### config.mk
export PLATFORM = sky130hd
export DESIGN_NAME = strobe_eye_trainer
export DESIGN_NICKNAME = d
export VERILOG_FILES = /design/src/rtl/set_pkg.sv /design/src/rtl/set_lane_step.sv /design/src/rtl/set_eye_acc.sv /design/src/rtl/set_cfg_pack.sv /design/src/rtl/strobe_eye_trainer.sv
export SDC_FILE = /design/constraint.sdc
export NUM_CORES = 1
export LEC_CHECK = 0
export BUFFER_PORTS_ARGS = -buffer_cell sky130_fd_sc_hd__buf_2
export CAP_MARGIN = 5
export CORE_AREA = 3 3 237 355
export CTS_CLUSTER_SIZE = 14
export DETAILED_ROUTE_END_ITERATION = 7
export DIE_AREA = 0 0 240 358
export PLACE_DENSITY_LB_ADDON = 0.2
export SETUP_SLACK_MARGIN = 0.5
export SLEW_MARGIN = 20
export SYNTH_ARGS = -nofsm -noshare
export SYNTH_HDL_FRONTEND = slang
export SYNTH_SLANG_ARGS = --single-unit
### constraint.sdc
create_clock -name clk -period 7.81 [get_ports clk]
set_clock_uncertainty 0.2 [all_clocks]
set_input_delay 0.3905 -clock clk [delete_from_list [all_inputs] [get_ports clk]]
set_output_delay 0.3905 -clock clk [all_outputs]
set_load 0.005 [all_outputs]
### src/rtl/set_pkg.sv
package set_pkg;
   typedef enum logic [2:0] {
      ST_IDLE,
      ST_RSEL,
      ST_CLEAR,
      ST_WAIT,
      ST_CHK,
      ST_MERGE,
      ST_PACK,
      ST_DONE
   } trn_state_t;
endpackage

### src/rtl/set_lane_step.sv
// One lane's delay stepper: tap/phase pair plus linear step count.
module set_lane_step #(
   parameter int TAP_W    = 4,
   parameter int PH_W     = 3,
   parameter int TAP_LAST = 14,
   parameter int PH_LAST  = 7,
   parameter int STEP_W   = 7
) (
   input  logic              clk,
   input  logic              rst_n,
   input  logic              clr,
   input  logic              arm,
   input  logic              upd,
   input  logic              hit,
   output logic [TAP_W-1:0]  tap_o,
   output logic [PH_W-1:0]   ph_o,
   output logic [STEP_W-1:0] steps_o,
   output logic              active_o,
   output logic              ovf_o
);
   localparam logic [TAP_W-1:0] TAP_END = TAP_W'(TAP_LAST);
   localparam logic [PH_W-1:0]  PH_END  = PH_W'(PH_LAST);

   logic [TAP_W-1:0]  tap_q;
   logic [PH_W-1:0]   ph_q;
   logic [STEP_W-1:0] steps_q;
   logic              act_q;
   logic              at_end;

   assign at_end   = (tap_q == TAP_END) && (ph_q == PH_END);
   assign ovf_o    = upd & act_q & ~hit & at_end;
   assign tap_o    = tap_q;
   assign ph_o     = ph_q;
   assign steps_o  = steps_q;
   assign active_o = act_q;

   always_ff @(posedge clk) begin
      if (!rst_n) begin
         tap_q   <= '0;
         ph_q    <= '0;
         steps_q <= '0;
         act_q   <= 1'b0;
      end else if (clr) begin
         tap_q   <= '0;
         ph_q    <= '0;
         steps_q <= '0;
         act_q   <= 1'b1;
      end else if (arm) begin
         act_q <= 1'b1;
      end else if (upd && act_q) begin
         if (hit || at_end) begin
            act_q <= 1'b0;
         end else begin
            if (ph_q == PH_END) begin
               ph_q  <= '0;
               tap_q <= tap_q + 1'b1;
            end else begin
               ph_q <= ph_q + 1'b1;
            end
            steps_q <= steps_q + 1'b1;
         end
      end
   end
endmodule

### src/rtl/set_eye_acc.sv
// Per-lane eye intersection across ranks and centre accumulation over sweeps.
module set_eye_acc #(
   parameter int STEP_W = 7,
   parameter int ACC_W  = 9,
   parameter int SWEEPS = 3
) (
   input  logic              clk,
   input  logic              rst_n,
   input  logic              first,
   input  logic              take_lo,
   input  logic              take_hi,
   input  logic [STEP_W-1:0] steps,
   input  logic              acc_clr,
   input  logic              add,
   output logic [STEP_W-1:0] avg_o
);
   logic [STEP_W-1:0] lo_q, hi_q;
   logic [ACC_W-1:0]  acc_q;
   logic [STEP_W:0]   pair_sum;
   logic [STEP_W:0]   centre;

   assign pair_sum = {1'b0, lo_q} + {1'b0, hi_q};
   assign centre   = pair_sum >> 1;

   always_ff @(posedge clk) begin
      if (!rst_n) begin
         lo_q  <= '0;
         hi_q  <= '0;
         acc_q <= '0;
      end else begin
         if (take_lo)
            lo_q <= (first || steps > lo_q) ? steps : lo_q;
         if (take_hi)
            hi_q <= (first || steps < hi_q) ? steps : hi_q;
         if (acc_clr)
            acc_q <= '0;
         else if (add)
            acc_q <= acc_q + ACC_W'(centre);
      end
   end

   generate
      if (SWEEPS == 1) begin : g_single
         assign avg_o = STEP_W'(acc_q);
      end else begin : g_divide
         assign avg_o = STEP_W'(acc_q / ACC_W'(SWEEPS));
      end
   endgenerate
endmodule

### src/rtl/set_cfg_pack.sv
// Splits the averaged step count and writes per-rank sub-fields of one lane.
module set_cfg_pack #(
   parameter int NRANK   = 4,
   parameter int TAP_W   = 4,
   parameter int PH_W    = 3,
   parameter int PH_LAST = 7,
   parameter int STEP_W  = 7,
   parameter int CFG_W   = 16
) (
   input  logic              clk,
   input  logic              rst_n,
   input  logic              wr,
   input  logic [NRANK-1:0]  rank_pop,
   input  logic [STEP_W-1:0] avg,
   output logic [CFG_W-1:0]  tap_word,
   output logic [CFG_W-1:0]  ph_word
);
   localparam logic [STEP_W-1:0] PH_CNT = STEP_W'(PH_LAST + 1);

   logic [TAP_W-1:0] tap_v;
   logic [PH_W-1:0]  ph_v;

   assign tap_v = TAP_W'(avg / PH_CNT);
   assign ph_v  = PH_W'(avg % PH_CNT);

   always_ff @(posedge clk) begin
      if (!rst_n) begin
         tap_word <= '0;
         ph_word  <= '0;
      end else if (wr) begin
         for (int r = 0; r < NRANK; r++) begin
            if (rank_pop[r]) begin
               tap_word[r*TAP_W +: TAP_W] <= tap_v;
               ph_word[r*PH_W +: PH_W]    <= ph_v;
            end
         end
      end
   end
endmodule

### src/rtl/strobe_eye_trainer.sv
module strobe_eye_trainer #(
   parameter int LANES    = 8,
   parameter int NRANK    = 4,
   parameter int TAP_W    = 4,
   parameter int PH_W     = 3,
   parameter int TAP_LAST = 14,
   parameter int PH_LAST  = 7,
   parameter int SWEEPS   = 3,
   parameter int CFG_W    = 16,
   localparam int RANK_W  = (NRANK > 1) ? $clog2(NRANK) : 1
) (
   input  logic                   clk,
   input  logic                   rst_n,
   input  logic                   start,
   input  logic [NRANK-1:0]       rank_pop,
   output logic                   busy,
   output logic                   test_req,
   output logic [RANK_W-1:0]      test_rank,
   output logic [LANES*TAP_W-1:0] dly_tap,
   output logic [LANES*PH_W-1:0]  dly_ph,
   input  logic                   test_ack,
   input  logic [LANES-1:0]       err_mask,
   output logic                   done,
   output logic                   fail,
   output logic [LANES*CFG_W-1:0] cfg_tap,
   output logic [LANES*CFG_W-1:0] cfg_ph
);
   import set_pkg::*;

   localparam int STEPS  = (TAP_LAST + 1) * (PH_LAST + 1);
   localparam int STEP_W = $clog2(STEPS);
   localparam int ACC_W  = $clog2(SWEEPS * STEPS);
   localparam int RCNT_W = $clog2(NRANK + 1);
   localparam int SW_W   = $clog2(SWEEPS) + 1;

   generate
      if (NRANK * TAP_W > CFG_W) begin : g_bad_tap
         $error("tap sub-fields do not fit the configuration word");
      end
      if (NRANK * PH_W > CFG_W) begin : g_bad_ph
         $error("phase sub-fields do not fit the configuration word");
      end
      if (TAP_LAST >= (1 << TAP_W) || PH_LAST >= (1 << PH_W)) begin : g_bad_range
         $error("delay range exceeds field width");
      end
      if (SWEEPS < 1) begin : g_bad_sweeps
         $error("at least one sweep is required");
      end
   endgenerate

   trn_state_t         state_q;
   logic [RCNT_W-1:0]  rank_q;
   logic [SW_W-1:0]    sweep_q;
   logic               fmode_q, first_q, fatal_q, fail_q;

   logic [LANES-1:0]   act, ovf, hit;
   logic [STEP_W-1:0]  steps [LANES];
   logic [STEP_W-1:0]  avg   [LANES];
   logic               any_act, clr, arm, upd, take_hi, add, wr, acc_clr;

   assign any_act = |act;
   assign clr     = (state_q == ST_CLEAR);
   assign upd     = (state_q == ST_WAIT) && test_ack;
   assign arm     = (state_q == ST_CHK) && !fatal_q && !any_act && !fmode_q;
   assign take_hi = (state_q == ST_CHK) && !fatal_q && !any_act && fmode_q;
   assign add     = (state_q == ST_MERGE) && !first_q;
   assign wr      = (state_q == ST_PACK);
   assign acc_clr = (state_q == ST_IDLE) && start;
   assign hit     = fmode_q ? err_mask : ~err_mask;

   assign busy      = (state_q != ST_IDLE);
   assign test_req  = (state_q == ST_WAIT);
   assign done      = (state_q == ST_DONE);
   assign fail      = fail_q;
   assign test_rank = rank_q[RANK_W-1:0];

   generate
      for (genvar l = 0; l < LANES; l++) begin : g_lane
         set_lane_step #(
            .TAP_W(TAP_W), .PH_W(PH_W), .TAP_LAST(TAP_LAST),
            .PH_LAST(PH_LAST), .STEP_W(STEP_W)
         ) i_step (
            .clk(clk), .rst_n(rst_n), .clr(clr), .arm(arm), .upd(upd),
            .hit(hit[l]),
            .tap_o(dly_tap[l*TAP_W +: TAP_W]),
            .ph_o(dly_ph[l*PH_W +: PH_W]),
            .steps_o(steps[l]), .active_o(act[l]), .ovf_o(ovf[l])
         );

         set_eye_acc #(
            .STEP_W(STEP_W), .ACC_W(ACC_W), .SWEEPS(SWEEPS)
         ) i_acc (
            .clk(clk), .rst_n(rst_n), .first(first_q), .take_lo(arm),
            .take_hi(take_hi), .steps(steps[l]), .acc_clr(acc_clr),
            .add(add), .avg_o(avg[l])
         );

         set_cfg_pack #(
            .NRANK(NRANK), .TAP_W(TAP_W), .PH_W(PH_W), .PH_LAST(PH_LAST),
            .STEP_W(STEP_W), .CFG_W(CFG_W)
         ) i_pack (
            .clk(clk), .rst_n(rst_n), .wr(wr), .rank_pop(rank_pop),
            .avg(avg[l]),
            .tap_word(cfg_tap[l*CFG_W +: CFG_W]),
            .ph_word(cfg_ph[l*CFG_W +: CFG_W])
         );
      end
   endgenerate

   always_ff @(posedge clk) begin
      if (!rst_n) begin
         state_q <= ST_IDLE;
         rank_q  <= '0;
         sweep_q <= '0;
         fmode_q <= 1'b0;
         first_q <= 1'b1;
         fatal_q <= 1'b0;
         fail_q  <= 1'b0;
      end else begin
         case (state_q)
            ST_IDLE: if (start) begin
               rank_q  <= '0;
               sweep_q <= '0;
               first_q <= 1'b1;
               fatal_q <= 1'b0;
               fail_q  <= 1'b0;
               state_q <= ST_RSEL;
            end
            ST_RSEL: begin
               if (rank_q == RCNT_W'(NRANK))
                  state_q <= ST_MERGE;
               else if (rank_pop[rank_q[RANK_W-1:0]])
                  state_q <= ST_CLEAR;
               else
                  rank_q <= rank_q + 1'b1;
            end
            ST_CLEAR: begin
               fmode_q <= 1'b0;
               state_q <= ST_WAIT;
            end
            ST_WAIT: if (test_ack) begin
               if (!fmode_q && (|ovf))
                  fatal_q <= 1'b1;
               state_q <= ST_CHK;
            end
            ST_CHK: begin
               if (fatal_q) begin
                  fail_q  <= 1'b1;
                  state_q <= ST_DONE;
               end else if (any_act) begin
                  state_q <= ST_WAIT;
               end else if (!fmode_q) begin
                  fmode_q <= 1'b1;
                  state_q <= ST_WAIT;
               end else begin
                  first_q <= 1'b0;
                  rank_q  <= rank_q + 1'b1;
                  state_q <= ST_RSEL;
               end
            end
            ST_MERGE: begin
               if (first_q) begin
                  fail_q  <= 1'b1;
                  state_q <= ST_DONE;
               end else if (sweep_q == SW_W'(SWEEPS - 1)) begin
                  state_q <= ST_PACK;
               end else begin
                  sweep_q <= sweep_q + 1'b1;
                  rank_q  <= '0;
                  first_q <= 1'b1;
                  state_q <= ST_RSEL;
               end
            end
            ST_PACK: state_q <= ST_DONE;
            ST_DONE: state_q <= ST_IDLE;
            default: state_q <= ST_IDLE;
         endcase
      end
   end
endmodule

; Yosys cells after proc, flatten, opt, wreduce, memory -nomap -nowiden
; Index checks and enable logic that the tools add are counted.
[word_totals]
wordCells = 487
regBits = 541
out_inout_bits = 318
input_bits = 16
[op_classes]
n_div = 8
order_cmp = 17
bitwise = 43
add_sub_neg = 42
eq_ne = 38
reduce_logical = 130
muxes = 82
[op_table]
columns = operator, n
row1 = $mux 3, 25
row2 = $add 9x7->9, 8
row3 = $div 9x2->9 const B, 8
row4 = $add 7x7->8, 8
row5 = $add 7x1->7 const B, 8
row6 = $gt 7x7->1, 8
row7 = $lt 7x7->1, 8
row8 = $reduce_and 2->1, 28
row9 = $reduce_bool 3->1, 18
row10 = $mux 1, 46
row11 = $reduce_and 4->1, 11
row12 = $eq 3x3->1 const B, 13
row13 = $add 4x1->4 const B, 8
row14 = $eq 4x4->1 const B, 8
row15 = $add 3x1->3 const B, 10
row16 = $reduce_and 3->1, 10
row17 = $and 1x1->1, 24
row18 = $logic_and 1x1->1, 24
row19 = $logic_or 1x1->1, 24
row20 = $pmux 3 s8, 1
row21 = $ne 2x2->1 const B, 10
row22 = $not 1->1, 18
row23 = $reduce_or 8->1, 2
row24 = $pmux 3 s4, 1
row25 = 19 further kinds, 31

; Logic depth before layout (Yosys ltp)
; Gate-level depths: netlist of run 1.
[depth]
depth_word = 10
mapped_depth = 24
ltp_nobuf = 19

; Hierarchy
; A second synthesis of run 1 with hierarchy kept.
[hier_totals]
hier_cells = 4305
area_unflattened_um2 = 36884.1
[by_module_without_submodules]
columns = module, n_inst, seq_area_each_um2, cells_each, area_each_um2
row1 = set_eye_acc at g_lane[1].i_acc ..., 5, 460.4, 323, 2623.8
row2 = set_cfg_pack, 8, 560.5, 104, 1056.0
row3 = set_lane_step at g_lane[3].i_step ..., 4, 300.3, 91, 794.5
row4 = set_eye_acc at g_lane[0].i_acc, 1, 460.4, 356, 2760.1
row5 = set_eye_acc at g_lane[7].i_acc, 1, 460.4, 338, 2657.5
row6 = set_eye_acc at g_lane[3].i_acc, 1, 460.4, 311, 2528.7
row7 = set_lane_step at g_lane[0].i_step ..., 3, 300.3, 90, 792.0
row8 = strobe_eye_trainer, 1, 260.2, 128, 1019.7
row9 = set_lane_step at g_lane[7].i_step, 1, 300.3, 91, 797.0

; Least setup slack after synthesis of run 1
; OpenSTA, ideal clock, no wires.
[synth_timing]
path_kind = register to register
startpoint = register g_lane[4].i_acc.acc_q[7]
endpoint = register g_lane[4].i_pack.ph_word[0]
t_arrival_ns = 4.483
path_slack_ns = 2.994
path_stages_with_launch = 24
t_required_ns = 7.477
setup_ns = 0.133
period_less_slack_ns = 4.816
path_buffers = 5
cell_sequence = dfxtp_1 > clkbuf_1 > clkbuf_1 > ha_1 > clkbuf_1 > mux2_2 > mux2i_1 > o31ai_1 > a221oi_1 > a22oi_1 > clkbuf_1 > and2_1 > o32ai_1 > ha_1 > clkbuf_1 > xor2_1 > a22oi_1 > nor2_1 > a21oi_1 > a221oi_1 > o2111a_1 > a2bb2oi_1 > a211oi_1 > a21oi_1
[synth_between]
elab_chain_cells = 1
[synth_rtl]
columns = element, line_no
row1 = from (decl), set_eye_acc.sv:18  ; logic [ACC_W-1:0] acc_q;
row2 = from (signal assigned), set_eye_acc.sv:38  ; acc_q <= acc_q + ACC_W'(centre);
row3 = $div 9x2->9, set_eye_acc.sv:46  ; assign avg_o = STEP_W'(acc_q / ACC_W'(SWEEPS));
row4 = "to (signal, indexed assignment)", set_cfg_pack.sv:34  ; ph_word[r*PH_W +: PH_W] <= ph_v;
row5 = to (decl), set_cfg_pack.sv:16  ; output logic [CFG_W-1:0] ph_word
; Every way passes these cells.
; A chain may end at the register's enable or synchronous reset.

; Final worst setup path of run 1
[layout_timing]
startpoint = register g_lane[4].i_acc.acc_q[3]
endpoint = register g_lane[4].i_pack.ph_word[0]
; The elaborated chain is that of the path after synthesis.

==> metrics.md, run 1 <==
| Metric | Value |
|---|---|
| Result of the run | complete, no violations |
| DR iter-0 viols | 1,539 |
| Post-route ant nets | 0 |
| First-pass GRT wire length | 159,000 um |
| CP top delay family | compound AO/OA/AOI/OAI gates |
| Worst Hold Class | in -> reg |
| Syn Inst Count | 4,364 |
| CTS buffer count | 57 |
| Hold Violations, Final | 0 |
| Final cell count without fillers | 5,575 |
| Relative slew slack | 27.3% |
| Fmax | 0.174 GHz |
| Hold path depth | 6 |
| Synth Cell Area | 34,900 um2 |
| Worst skew pair latency | 650 ps |
| Post-DP HPWL | 73,400 um |
| Top Ports | 334 |
| Number of fill cells in the layout | 8,145 |
| CTS Sinks | 541 |
| Worst EP arrival | 6040 ps |
| Post-Route WL | 101,000 um |
| Vias per inst | 5.64 |
| Worst Path Max Fanout | 18 |
| Core footprint | 81,400 um2 |
| GP Congestion | 0.896 |
| Crit-path slowest cell | dfxtp_1 |
| Area growth syn-to-layout | 11.3% |
| Ys async rst share | 0% |
| Htree depth | 2 |
| Worst r2r path cells | 18 |
| Leak | 16.9 nW |
| Internal reg-to-reg setup slack | 2060 ps |
| Clock-pin slew on the worst setup and hold paths | 70 ps |
| Reg2reg end | g_lane[4].i_pack.ph_word[0] |
| Largest net degree at the start of global routing | 172 |
| Nets | 4,789 |
| WS Path Type | reg -> reg |
| Gr usage total | 22.5% |
| Crit path time final | 5750 ps |
| Worst-path cell chain | nor4_1 > a311oi_1 > a211oi_1 > a32oi_1 > nand3_1 > nor2_1 > nand2_1 > o32ai_1 > ha_1 > xor2_1 > a22oi_1 > nor2_1 > a21oi_1 > a221oi_1 > o2111a_1 > a2bb2oi_1 > a211oi_1 > a21oi_1 |
| Power per Cell Area | 149 nW/um2 |
| Tot Pwr | 0.00577 W |
| Syn_area_per_cell | 7.99 um2 |
| Max incr delay on CP | 740 ps |
| EDFF count, synth | 0 |
| Startpoint types | flop |
| Drt wl/cell | 18.0 um |
| Row Count | 128 |
| Slew Limit Fails | 0 |
| Cell area after layout | 38,800 um2 |
| Commonest non-fill, non-tap cells in the layout | nor2_1 (550), dfxtp_1 (541), nand2_1 (380) |
| Crit path capture type | flop |
| Dpl ws | 2180 ps |
| Placed inst area | 36,800 um2 |
| Max Cap Viol | 0 |
| Maximum root-to-sink buffer count | 3 |
| Maximum vdd drop | 0.159 mV |
| Sum Neg Setup Slack | 0 ps |
| Hold path start | err_mask[0] |
| Initial antenna violation count | 1 |
| Ys flop type | dfxtp_1 |
| IO buf count | 301 |
| Count of cell types in the netlist | 110 |
| Synth warn | 0 |
| CP bufs+invs | 0 |
| Yosys reg bits | 541 |
| Detailed-route DRC error count | 0 |
| Commonest non-fill, non-tap cell in the layout | nor2_1 |
| Clock tree root driver cell | clkbuf_16 |
| Layout cell share with drive strength beyond 1 | 11.2% |
| Final worst slack | 2060 ps |
| Dpl cells | 5,465 |
| Via count | 31,458 |
| Drt first pass iters | 6 |
| Die height | 358 um |
| Final period utilization | 73.6% |
| Final Setup Violations | 0 |
| Vias in the first global route | 29,528 |
| Initial core utilization | 42.9% |
| Hold endpoint | g_lane[0].i_step.ph_o[0] |
| RR Startpoint | g_lane[4].i_acc.acc_q[3] |
| CTS tree | yes |
| Slew @ Worst Pin | 1090 ps |
| Die area | 85,900 um2 |
| Seq/Total Area, Yosys | 31.1% |
| Worst endpoint required time | 8100 ps |
| Chip width | 240 um |
| Unrepaired setup endpoints after global routing | false |
| Congestion Overflow GR | 0 |
## metal layers
layer | vias to the layer above | share of wire, % | global-route usage, %
met5 | - | 0 | 0
li1 | 15698 | - | -
met1 | 14785 | 43 | 27.7
met2 | 817 | 48 | 40.2
met3 | 158 | 5.4 | 3.33
met4 | 0 | 3.0 | 7.19
## logic make-up after synthesis
group	count (synthesis)	share of synthesized area, %
AOI/OAI and AO/OA	1203	22.9
xor gates and xnor gates	216	5.45
adders and majority gates	285	10.6
buffers and inverters	491	5.74
DFF	541	31.1
muxes	150	4.40
other	1	0.0108
and+or+nand+nor	1477	19.8
## final cells by class
type / count / area [um2] / share of cell area, %
multi-input cells: 3363 / 22200 / 57.2
flip-flops and latches: 541 / 10800 / 27.9
repair buffers: 332 / 1760 / 4.54
clock buffers: 68 / 1530 / 3.94
well taps: 1040 / 1300 / 3.35
inverters: 194 / 736 / 1.90
clock inverters: 36 / 432 / 1.11
diodes: 1 / 2.50 / 0.00645
## worst max path at each step
| stage | from | endpoint | slack (ps) | cells past startpoint |
|---|---|---|---|---|
| 6_report | g_lane[4].i_acc.acc_q[3] | g_lane[4].i_pack.ph_word[0] | 2060 | 18 |
| 5_1_grt | g_lane[4].i_acc.acc_q[5] | g_lane[4].i_pack.ph_word[6] | 1670 | 18 |
| 4_1_cts | g_lane[4].i_acc.acc_q[3] | g_lane[4].i_pack.ph_word[0] | 2140 | 18 |
| 3_5_place_dp | g_lane[4].i_acc.acc_q[3] | g_lane[4].i_pack.ph_word[0] | 2180 | 18 |
| 3_3_place_gp | g_lane[4].i_acc.acc_q[3] | g_lane[4].i_pack.ph_word[3] | 2190 | 18 |
| 2_1_floorplan | g_lane[4].i_acc.acc_q[7] | g_lane[4].i_pack.ph_word[0] | 2990 | 23 |
## worst reg2reg max path, delay by kind of cell (launching register included)
kind	cells	cell delay [ps]
AO/OA/AOI/OAI	11	2780
XOR/XNOR	1	290
adder cells (fa/ha/maj)	1	430
flip-flops	1	740
AND/OR/NAND/NOR	5	1170
## registers in the layout, summed over array words and instances, names as in the netlist
name and count:
g_lane.i_acc.lo_q 56, state_q 3, fatal_q 1, g_lane.i_acc.hi_q 56, fail 1, g_lane.i_step.steps_o 56, first_q 1, fmode_q 1
g_lane.i_step.active_o 8, sweep_q 3, g_lane.i_pack.tap_word 128, g_lane.i_pack.ph_word 96, g_lane.i_step.tap_o 32, rank_q 3, g_lane.i_step.ph_o 24, g_lane.i_acc.acc_q 72
## timing repair
action | in CTS | in global routing
setup buffers | 0 | 0
gates resized for setup | 0 | 0
hold buffers | 4 | 0
endpoints found under the hold margin | 7 | 0
## synthesized netlist by cell type (18+ instances only)
cell type / instances / area [um2]
dfxtp_1: 541 / 10800
o21ai_0: 175 / 876
and3_1: 33 / 206
a31oi_1: 46 / 288
and4_1: 19 / 166
nand4_1: 29 / 181
a211oi_1: 161 / 1210
or3_1: 20 / 125
nor4_1: 18 / 113
buf_4: 35 / 263
o21ai_1: 22 / 110
nor2b_1: 79 / 494
o211ai_1: 28 / 210
inv_1: 187 / 702
mux2i_1: 136 / 1360
a21o_1: 89 / 668
nor2_1: 552 / 2070
and2_1: 30 / 188
nand2_1: 381 / 1430
xor2_1: 103 / 902
clkbuf_1: 223 / 837
nand2b_1: 68 / 425
buf_1: 21 / 78.8
a21oi_1: 360 / 1800
nor3_1: 75 / 375
ha_1: 268 / 3350
o21a_1: 48 / 360
xnor2_1: 112 / 981
o21bai_1: 22 / 165
nand3_1: 84 / 420
## per-stage QoR
step                utilization (%)  hold WS [ps]
global route                   47.7          75.6
CTS                            47.7          26.8
detailed placement             45.2           245
finish                         47.7          73.3
global placement               45.2           239
floorplan                         -           253
## power by group
part / internal (W) / switching (W) / total, W
clock: 0.00167 / 0.00122 / 0.00289
sequential: 0.00276 / 0.00000752 / 0.00277
combinational: 0.0000240 / 0.0000815 / 0.000105
total: 0.00445 / 0.00131 / 0.00577
Power figures use the tool's default switching activity.
==> inputs of run 2 (changes only) <==
--- a/config.mk
+++ b/config.mk
@@ -5,12 +5,13 @@
 export SDC_FILE = /design/constraint.sdc
 export NUM_CORES = 1
 export LEC_CHECK = 0
+export ABC_AREA = 1
 export BUFFER_PORTS_ARGS = -buffer_cell sky130_fd_sc_hd__buf_2
 export CAP_MARGIN = 5
-export CORE_AREA = 3 3 237 355
+export CORE_AREA = 3 3 231 346
 export CTS_CLUSTER_SIZE = 14
 export DETAILED_ROUTE_END_ITERATION = 7
-export DIE_AREA = 0 0 240 358
+export DIE_AREA = 0 0 234 349
 export PLACE_DENSITY_LB_ADDON = 0.2
 export SETUP_SLACK_MARGIN = 0.5
 export SLEW_MARGIN = 20
==> constraint.sdc (replaced) <==
create_clock -name clk -period 4.7 [get_ports clk]
set_clock_uncertainty 0.2 [all_clocks]
set_input_delay 0.235 -clock clk [delete_from_list [all_inputs] [get_ports clk]]
set_output_delay 0.235 -clock clk [all_outputs]
set_load 0.005 [all_outputs]
==> metrics.md, run 2 <==
| Metric | Value |
|---|---|
| Result of the run | complete, no violations |
| Slew Limit Fails | 0 (unchanged) |
| Sw Pwr | 0.00240 W (+83%) |
| Clock-pin slew on the worst setup and hold paths | 70 ps (about the same) |
| Worst EP arrival | 4420 ps (-1620 ps) |
| WS Path Type | reg -> reg |
| Max incr delay on CP | 400 ps (-340 ps) |
| Pint | 0.00758 W (+70%) |
| Vias per inst | 5.13 (-9.0%) |
| Power per Cell Area | 250 nW/um2 (+68%) |
| Sequential share of power | 46.5% (-1.5 points) |
| EDFF count, synth | 0 (unchanged) |
| Worst skew pair latency | 640 ps (about the same) |
| Synth Cell Area | 33,000 um2 (-5.3%) |
| Final hold slack | 66.7 ps (-6.62 ps) |
| Post-Route WL | 94,900 um (-5.6%) |
| Synth top area share | 32.8% (+1.7 points) |
| Crit-path slowest cell | dfxtp_4 |
| Clock tree root driver cell | clkbuf_16 |
| CP top delay family | simple AND/OR/NAND/NOR gates |
| Initial antenna violation count | 2 (+1) |
| Yosys reg bits | 541 (unchanged) |
| Seq/Total Area, Yosys | 32.8% (+1.7 points) |
| Switch share | 24.1% (+1.3 points) |
| Crit path capture type | flop |
| Number of fill cells in the layout | 7,605 (-6.6%) |
| Row Count | 125 (-2.3%) |
| Syn Inst Count | 4,574 (+4.8%) |
| Htree depth | 2 (unchanged) |
| Congestion Overflow GR | 0 (unchanged) |
| Max Cap Viol | 0 (unchanged) |
| Hold Violations, Final | 0 (unchanged) |
| Maximum root-to-sink buffer count | 3 (unchanged) |
| Commonest non-fill, non-tap cells in the layout | inv_1 (747), nand2_1 (550), o21ai_0 (484) |
| Gr usage total | 22.0% (-0.57 points) |
| Worst Hold Class | in -> reg |
| Core footprint | 77,400 um2 (-4.8%) |
| Biggest regs | g_lane.i_pack.tap_word: 128 flops, g_lane.i_pack.ph_word: 96 flops, g_lane.i_acc.acc_q: 72 flops |
| Drt first pass iters | 6 (unchanged) |
| Post-synth top area cell | dfxtp_1 |
| Sum Neg Setup Slack | 0 ps (unchanged) |
| Via count | 30,938 (-1.7%) |
| Maximum vdd drop | 0.278 mV (+75%) |
| Ys flop type | dfxtp_1 |
| Vias in the first global route | 28,624 (-3.1%) |
| Area growth syn-to-layout | 20.8% |
| Combinational share of power | 5.1% (+3.3 points) |
| Synth area leaders | dfxtp_1 (33%), ha_1 (10%), inv_1 (8.9%) |
| Final period utilization | 86.8% (+13 points) |
| Initial core utilization | 42.7% (-0.20 points) |
| Chip width | 234 um (-2.5%) |
| CTS Sinks | 541 (unchanged) |
| CP bufs+invs | 6 (+6) |
| Detailed-route DRC error count | 0 (unchanged) |
| Unrepaired setup endpoints after global routing | true |
| Post-route ant nets | 0 (unchanged) |
| Max reg flops | 128 (unchanged) |
| Die area | 81,700 um2 (-5.0%) |
| Final worst slack | 619 ps (-1440 ps) |
| Post-DP HPWL | 67,700 um (-7.7%) |
| Worst Path Max Fanout | 6 (-12) |
| CTS tree | yes |
| Drt wl/cell | 15.7 um (-13%) |
| Count of cell types in the netlist | 66 (-40%) |
| Dpl ws | 181 ps (-1990 ps) |
| Relative slew slack | 35.5% (+8.2 points) |
| Final Setup Violations | 0 (unchanged) |
| IO buf count | 301 (unchanged) |
| Leak | 20.9 nW (+24%) |
| Startpoint types | flop |
| DR iter-0 viols | 1,390 (-9.7%) |
| GP Congestion | 0.839 (-6.3%) |
| Nets | 5,262 (+9.9%) |
| Largest net degree at the start of global routing | 220 (+28%) |
| Commonest non-fill, non-tap cell in the layout | inv_1 |
| Ys async rst share | 0% (unchanged) |
| CP most frequent cell | nand2_2 |
| Dpl cells | 5,795 (+6.0%) |
| Final cell count without fillers | 6,026 (+8.1%) |
| Clk pwr share | 48.4% (-1.7 points) |
| Crit path time final | 4080 ps (-1670 ps) |
| Top-count cell post-synth | inv_1 |
| Post-synth top cells | inv_1 (786), nand2_1 (640), dfxtp_1 (541) |
| Slew @ Worst Pin | 967 ps (-123 ps) |
| Top reg by flops | g_lane.i_pack.tap_word |
| Worst endpoint required time | 5040 ps (-3060 ps) |
| Fmax | 0.245 GHz (+41%) |
| CTS buffer count | 57 (unchanged) |
| Top Ports | 334 (unchanged) |
| Syn_area_per_cell | 7.22 um2 (-9.6%) |
| Die height | 349 um (-2.5%) |
| Layout cell share with drive strength beyond 1 | 20.4% (+9.2 points) |
| First-pass GRT wire length | 146,000 um (-7.9%) |
| Synth warn | 0 (unchanged) |
-- run 2: changes by cell type after synthesis, moves of 68 or more --
cell / change
inv_1: +599
nor2_1: -360
o21ai_0: +315
nand2_1: +259
nand3_1: +147
o21bai_1: +146
a211oi_1: -144
mux2i_1: -135
a21oi_1: +94
clkbuf_1: -89
a21o_1: -80
nor2b_1: -79
xnor2_1: -76
nand2b_1: -68
-- run 2: worst paths after layout --
check,from,to,slack [ps],depth (start not counted)
worst min register to register,g_lane[6].i_acc.acc_q[8],g_lane[6].i_acc.acc_q[8],260,1
worst min-delay path,rank_pop[3],state_q[2],70,6
worst max register to register,g_lane[4].i_acc.acc_q[2],g_lane[4].i_pack.ph_word[0],620,26
worst max-delay path,g_lane[4].i_acc.acc_q[2],g_lane[4].i_pack.ph_word[0],620,26
-- run 2: area by class of cell --
| cell class | instances | area [um2] | share of cell area (%) |
|---|---|---|---|
| well taps | 1016 | 1270 | 3.18 |
| flip-flops and latches | 541 | 11000 | 27.5 |
| clock buffers | 82 | 1640 | 4.11 |
| repair buffers | 478 | 2940 | 7.37 |
| inverters | 817 | 3110 | 7.79 |
| clock inverters | 24 | 339 | 0.849 |
| diodes | 1 | 2.50 | 0.00627 |
| multi-input cells | 3067 | 19700 | 49.2 |
-- run 2: metrics by stage --
| stage | utilization, % | power [W] | area (um2) |
|---|---|---|---|
| final | 51.6 | 0.00998 | 39900 |
| after global placement | 45.9 | 0.00524 | 35600 |
| after detailed placement | 45.9 | 0.00524 | 35600 |
| after global routing | 51.6 | 0.0103 | 39900 |
| after floorplan | - | 0.00510 | 33100 |
| after CTS | 49.1 | 0.0101 | 38000 |
-- run 2: what timing repair did --
item,CTS,global route
buffers inserted,7,100
pin swaps,9,164
endpoints found under the setup margin,42,59
resized for setup,54,360
hold buffers,17,0
endpoints found under the hold margin,54,0
-- run 2: kinds of logic after synthesis --
logic type	Yosys count	synth area share [%]
simple gates	1378	19.7
buf+inv	997	11.8
mux	2	0.0985
xor+xnor	93	2.47
other cells	1	0.0114
flops	541	32.8
compound gates	1278	22.0
fa+ha+maj	284	11.1
-- run 2: power by group through the flow --
stage          combinational (W)  clock, W  sequential [W]
3_3_place_gp            0.000491         0         0.00475
6_report                0.000510   0.00483         0.00464
3_5_place_dp            0.000493         0         0.00475
4_1_cts                 0.000509   0.00498         0.00465
5_1_grt                 0.000578   0.00512         0.00464
2_1_floorplan           0.000359         0         0.00474
-- run 2: worst min-delay path: cells and delay by family --
| kind | cells | cell delay (ps) |
|---|---|---|
| buffers and inverters | 1 | 110 |
| AOI/OAI and AO/OA | 2 | 300 |
| and+or+nand+nor | 3 | 200 |
-- run 2: per-layer routing --
metal	vias to the layer above	wire [um]	GRT usage [%]
met1	14271	39800	25.8
met5	-	13	0
met4	2	3310	7.56
li1	15926	-	-
met3	155	5260	4.26
met2	584	46500	39.5
==> inputs of run 3 (changes only) <==
--- a/config.mk
+++ b/config.mk
@@ -6,7 +6,7 @@
 export NUM_CORES = 1
 export LEC_CHECK = 0
 export ABC_AREA = 1
-export BUFFER_PORTS_ARGS = -buffer_cell sky130_fd_sc_hd__buf_2
+export BUFFER_PORTS_ARGS = -buffer_cell sky130_fd_sc_hd__buf_4
 export CAP_MARGIN = 5
 export CORE_AREA = 3 3 231 346
 export CTS_CLUSTER_SIZE = 14
==> metrics.md, run 3 (synthesis results as in run 2) <==
| Metric | Value |
|---|---|
| Leak | 20.9 nW (about the same) |
| Detailed-route DRC error count | 0 (unchanged) |
| Slew @ Worst Pin | 972 ps (+5.25 ps) |
| Drt wl/cell | 15.8 um (+0.54%) |
| Initial antenna violation count | 1 (-1) |
| Largest net degree at the start of global routing | 170 (-23%) |
| Chip width | 234 um (unchanged) |
| Initial core utilization | 42.7% (unchanged) |
| DR iter-0 viols | 1,487 (+7.0%) |
| Gr usage total | 22.3% (+0.34 points) |
| Top Ports | 334 (unchanged) |
| Relative slew slack | 35.1% (-0.44 points) |
| Nets | 5,266 (+0.076%) |
| Crit path capture type | flop |
| Cell area after layout | 40,500 um2 (+1.6%) |
| Dpl ws | 242 ps (+60.8 ps) |
| Fmax | 0.245 GHz (about the same) |
| Worst skew pair latency | 650 ps (about the same) |
| IO buf count | 301 (unchanged) |
| Max reg flops | 128 (unchanged) |
| Vias per inst | 5.16 (+0.48%) |
| Core footprint | 77,400 um2 (unchanged) |
| Register Area | 11,000 um2 (+0.24%) |
| Crit-path slowest cell | dfxtp_4 |
| Die area | 81,700 um2 (unchanged) |
| CTS tree | yes |
| Worst Hold Class | in -> reg |
| Placed inst area | 36,300 um2 (+2.2%) |
| Crit path time final | 4080 ps (+2.85 ps) |
| Congestion Overflow GR | 0 (unchanged) |
| Maximum root-to-sink buffer count | 3 (unchanged) |
| Area growth syn-to-layout | 22.7% |
| Drt first pass iters | 5 (-1) |
| Die height | 349 um (unchanged) |
| Result of the run | complete, no violations |
| Multi-input logic area | 19,500 um2 (-0.66%) |
| Via count | 31,098 (+0.52%) |
| Row Count | 125 (unchanged) |
| Power per Cell Area | 244 nW/um2 (-2.4%) |
| Final Setup Violations | 0 (unchanged) |
| First-pass GRT wire length | 148,000 um (+1.3%) |
| Post-DP HPWL | 68,500 um (+1.1%) |
| Final cell count without fillers | 6,028 (+0.033%) |
| CP most frequent cell | nand2_1 |
| Layout cell share with drive strength beyond 1 | 20.1% (-0.29 points) |
| Number of fill cells in the layout | 7,526 (-1.0%) |
| Htree depth | 2 (unchanged) |
| Clock-pin slew on the worst setup and hold paths | 60 ps (about the same) |
| Top reg by flops | g_lane.i_pack.tap_word |
| GP Congestion | 0.850 (+1.2%) |
| Max Cap Viol | 0 (unchanged) |
| Final period utilization | 86.9% (about the same) |
| Final worst slack | 617 ps (-2.84 ps) |
| Post-route ant nets | 0 (unchanged) |
| Clock tree root driver cell | clkbuf_16 |
| WS Path Type | reg -> reg |
| Worst endpoint required time | 5060 ps (+20 ps) |
| CTS buffer count | 57 (unchanged) |
| Max incr delay on CP | 350 ps (-50 ps) |
| Hold Violations, Final | 0 (unchanged) |
| Ant diodes | 0 (-1) |
| Worst Path Max Fanout | 6 (unchanged) |
| Commonest non-fill, non-tap cell in the layout | inv_1 |
| Startpoint types | flop |
| Post-Route WL | 95,400 um (+0.57%) |
| CTS Sinks | 541 (unchanged) |
| Worst EP arrival | 4440 ps (+20 ps) |
| Slew Limit Fails | 0 (unchanged) |
| Unrepaired setup endpoints after global routing | true |
| Sum Neg Setup Slack | 0 ps (unchanged) |
| Maximum vdd drop | 0.288 mV (+3.5%) |
| Vias in the first global route | 28,890 (+0.93%) |
| Biggest regs | g_lane.i_pack.tap_word: 128 flops, g_lane.i_pack.ph_word: 96 flops, g_lane.i_acc.acc_q: 72 flops |
| Commonest non-fill, non-tap cells in the layout | inv_1 (747), nand2_1 (555), o21ai_0 (483) |
| Dpl cells | 5,798 (+0.052%) |
==> run 3: cell types whose count changed in the layout (fill, tap and decap cells not counted), sizes merged <==
cell,previous run,this run
clkbuf,83,76
clkinv,22,29
buf,460,462
bufinv,7,5
dlygate4sd3,17,19
clkinvlp,1,2
diode,1,0
==> run 3: power breakdown <==
| group | switching [W] | internal, W | total [W] | leakage [nW] |
|---|---|---|---|---|
| registers | 0.0000273 | 0.00460 | 0.00463 | 4.40 |
| clock network | 0.00205 | 0.00267 | 0.00473 | 0.959 |
| logic | 0.000358 | 0.000172 | 0.000530 | 15.6 |
| total | 0.00244 | 0.00745 | 0.00989 | 20.9 |
==> run 3: repair_timing <==
item,in CTS,in global routing
pin swaps,12,164
hold buffers,19,0
setup endpoints to repair,40,58
setup buffers,6,100
resized for setup,54,347
endpoints found under the hold margin,55,0
==> run 3: layout make-up <==
cell class                 instances  share of cell area, %
sequential                       541                   27.1
clock buffer                      75                   3.93
timing repair buffer             482                   9.18
inverter                         817                   7.67
multi-input combinational       3067                   48.2
clock inverter                    30                  0.827
tap                             1016                   3.14
==> run 3: path summary, 6_finish.rpt <==
| check | startpoint | endpoint | slack (ps) | depth (start not counted) |
|---|---|---|---|---|
| max reg2reg | g_lane[4].i_acc.acc_q[6] | g_lane[4].i_pack.ph_word[9] | 620 | 31 |
| max | g_lane[4].i_acc.acc_q[6] | g_lane[4].i_pack.ph_word[9] | 620 | 31 |
| min | rank_pop[1] | g_lane[2].i_pack.ph_word[3] | 150 | 5 |
| min reg2reg | g_lane[7].i_acc.acc_q[8] | g_lane[7].i_acc.acc_q[8] | 240 | 1 |
==> run 3: per-layer routing <==
layer	track usage (%)	share of wire [%]
met1	26.6	42
met2	39.9	49
met3	3.74	5.3
met4	7.90	3.5
met5	0	0
==> run 3: critical path: cells and delay by family (launching register included) <==
family                     cells  cell delay, ps
DFF                            1             350
adders and majority gates      1             190
buffers and inverters          5             460
and+or+nand+nor               19            2090
AOI/OAI and AO/OA              6             710
==> run 3: per-stage QoR <==
stage | hold WS (ps) | total power (W) | util, %
after floorplan | 240 | 0.00510 | -
after detailed placement | 265 | 0.00526 | 46.9
after CTS | 86.7 | 0.0100 | 50.0
after global routing | 139 | 0.0102 | 52.4
after global placement | 259 | 0.00525 | 46.9
final | 147 | 0.00989 | 52.4
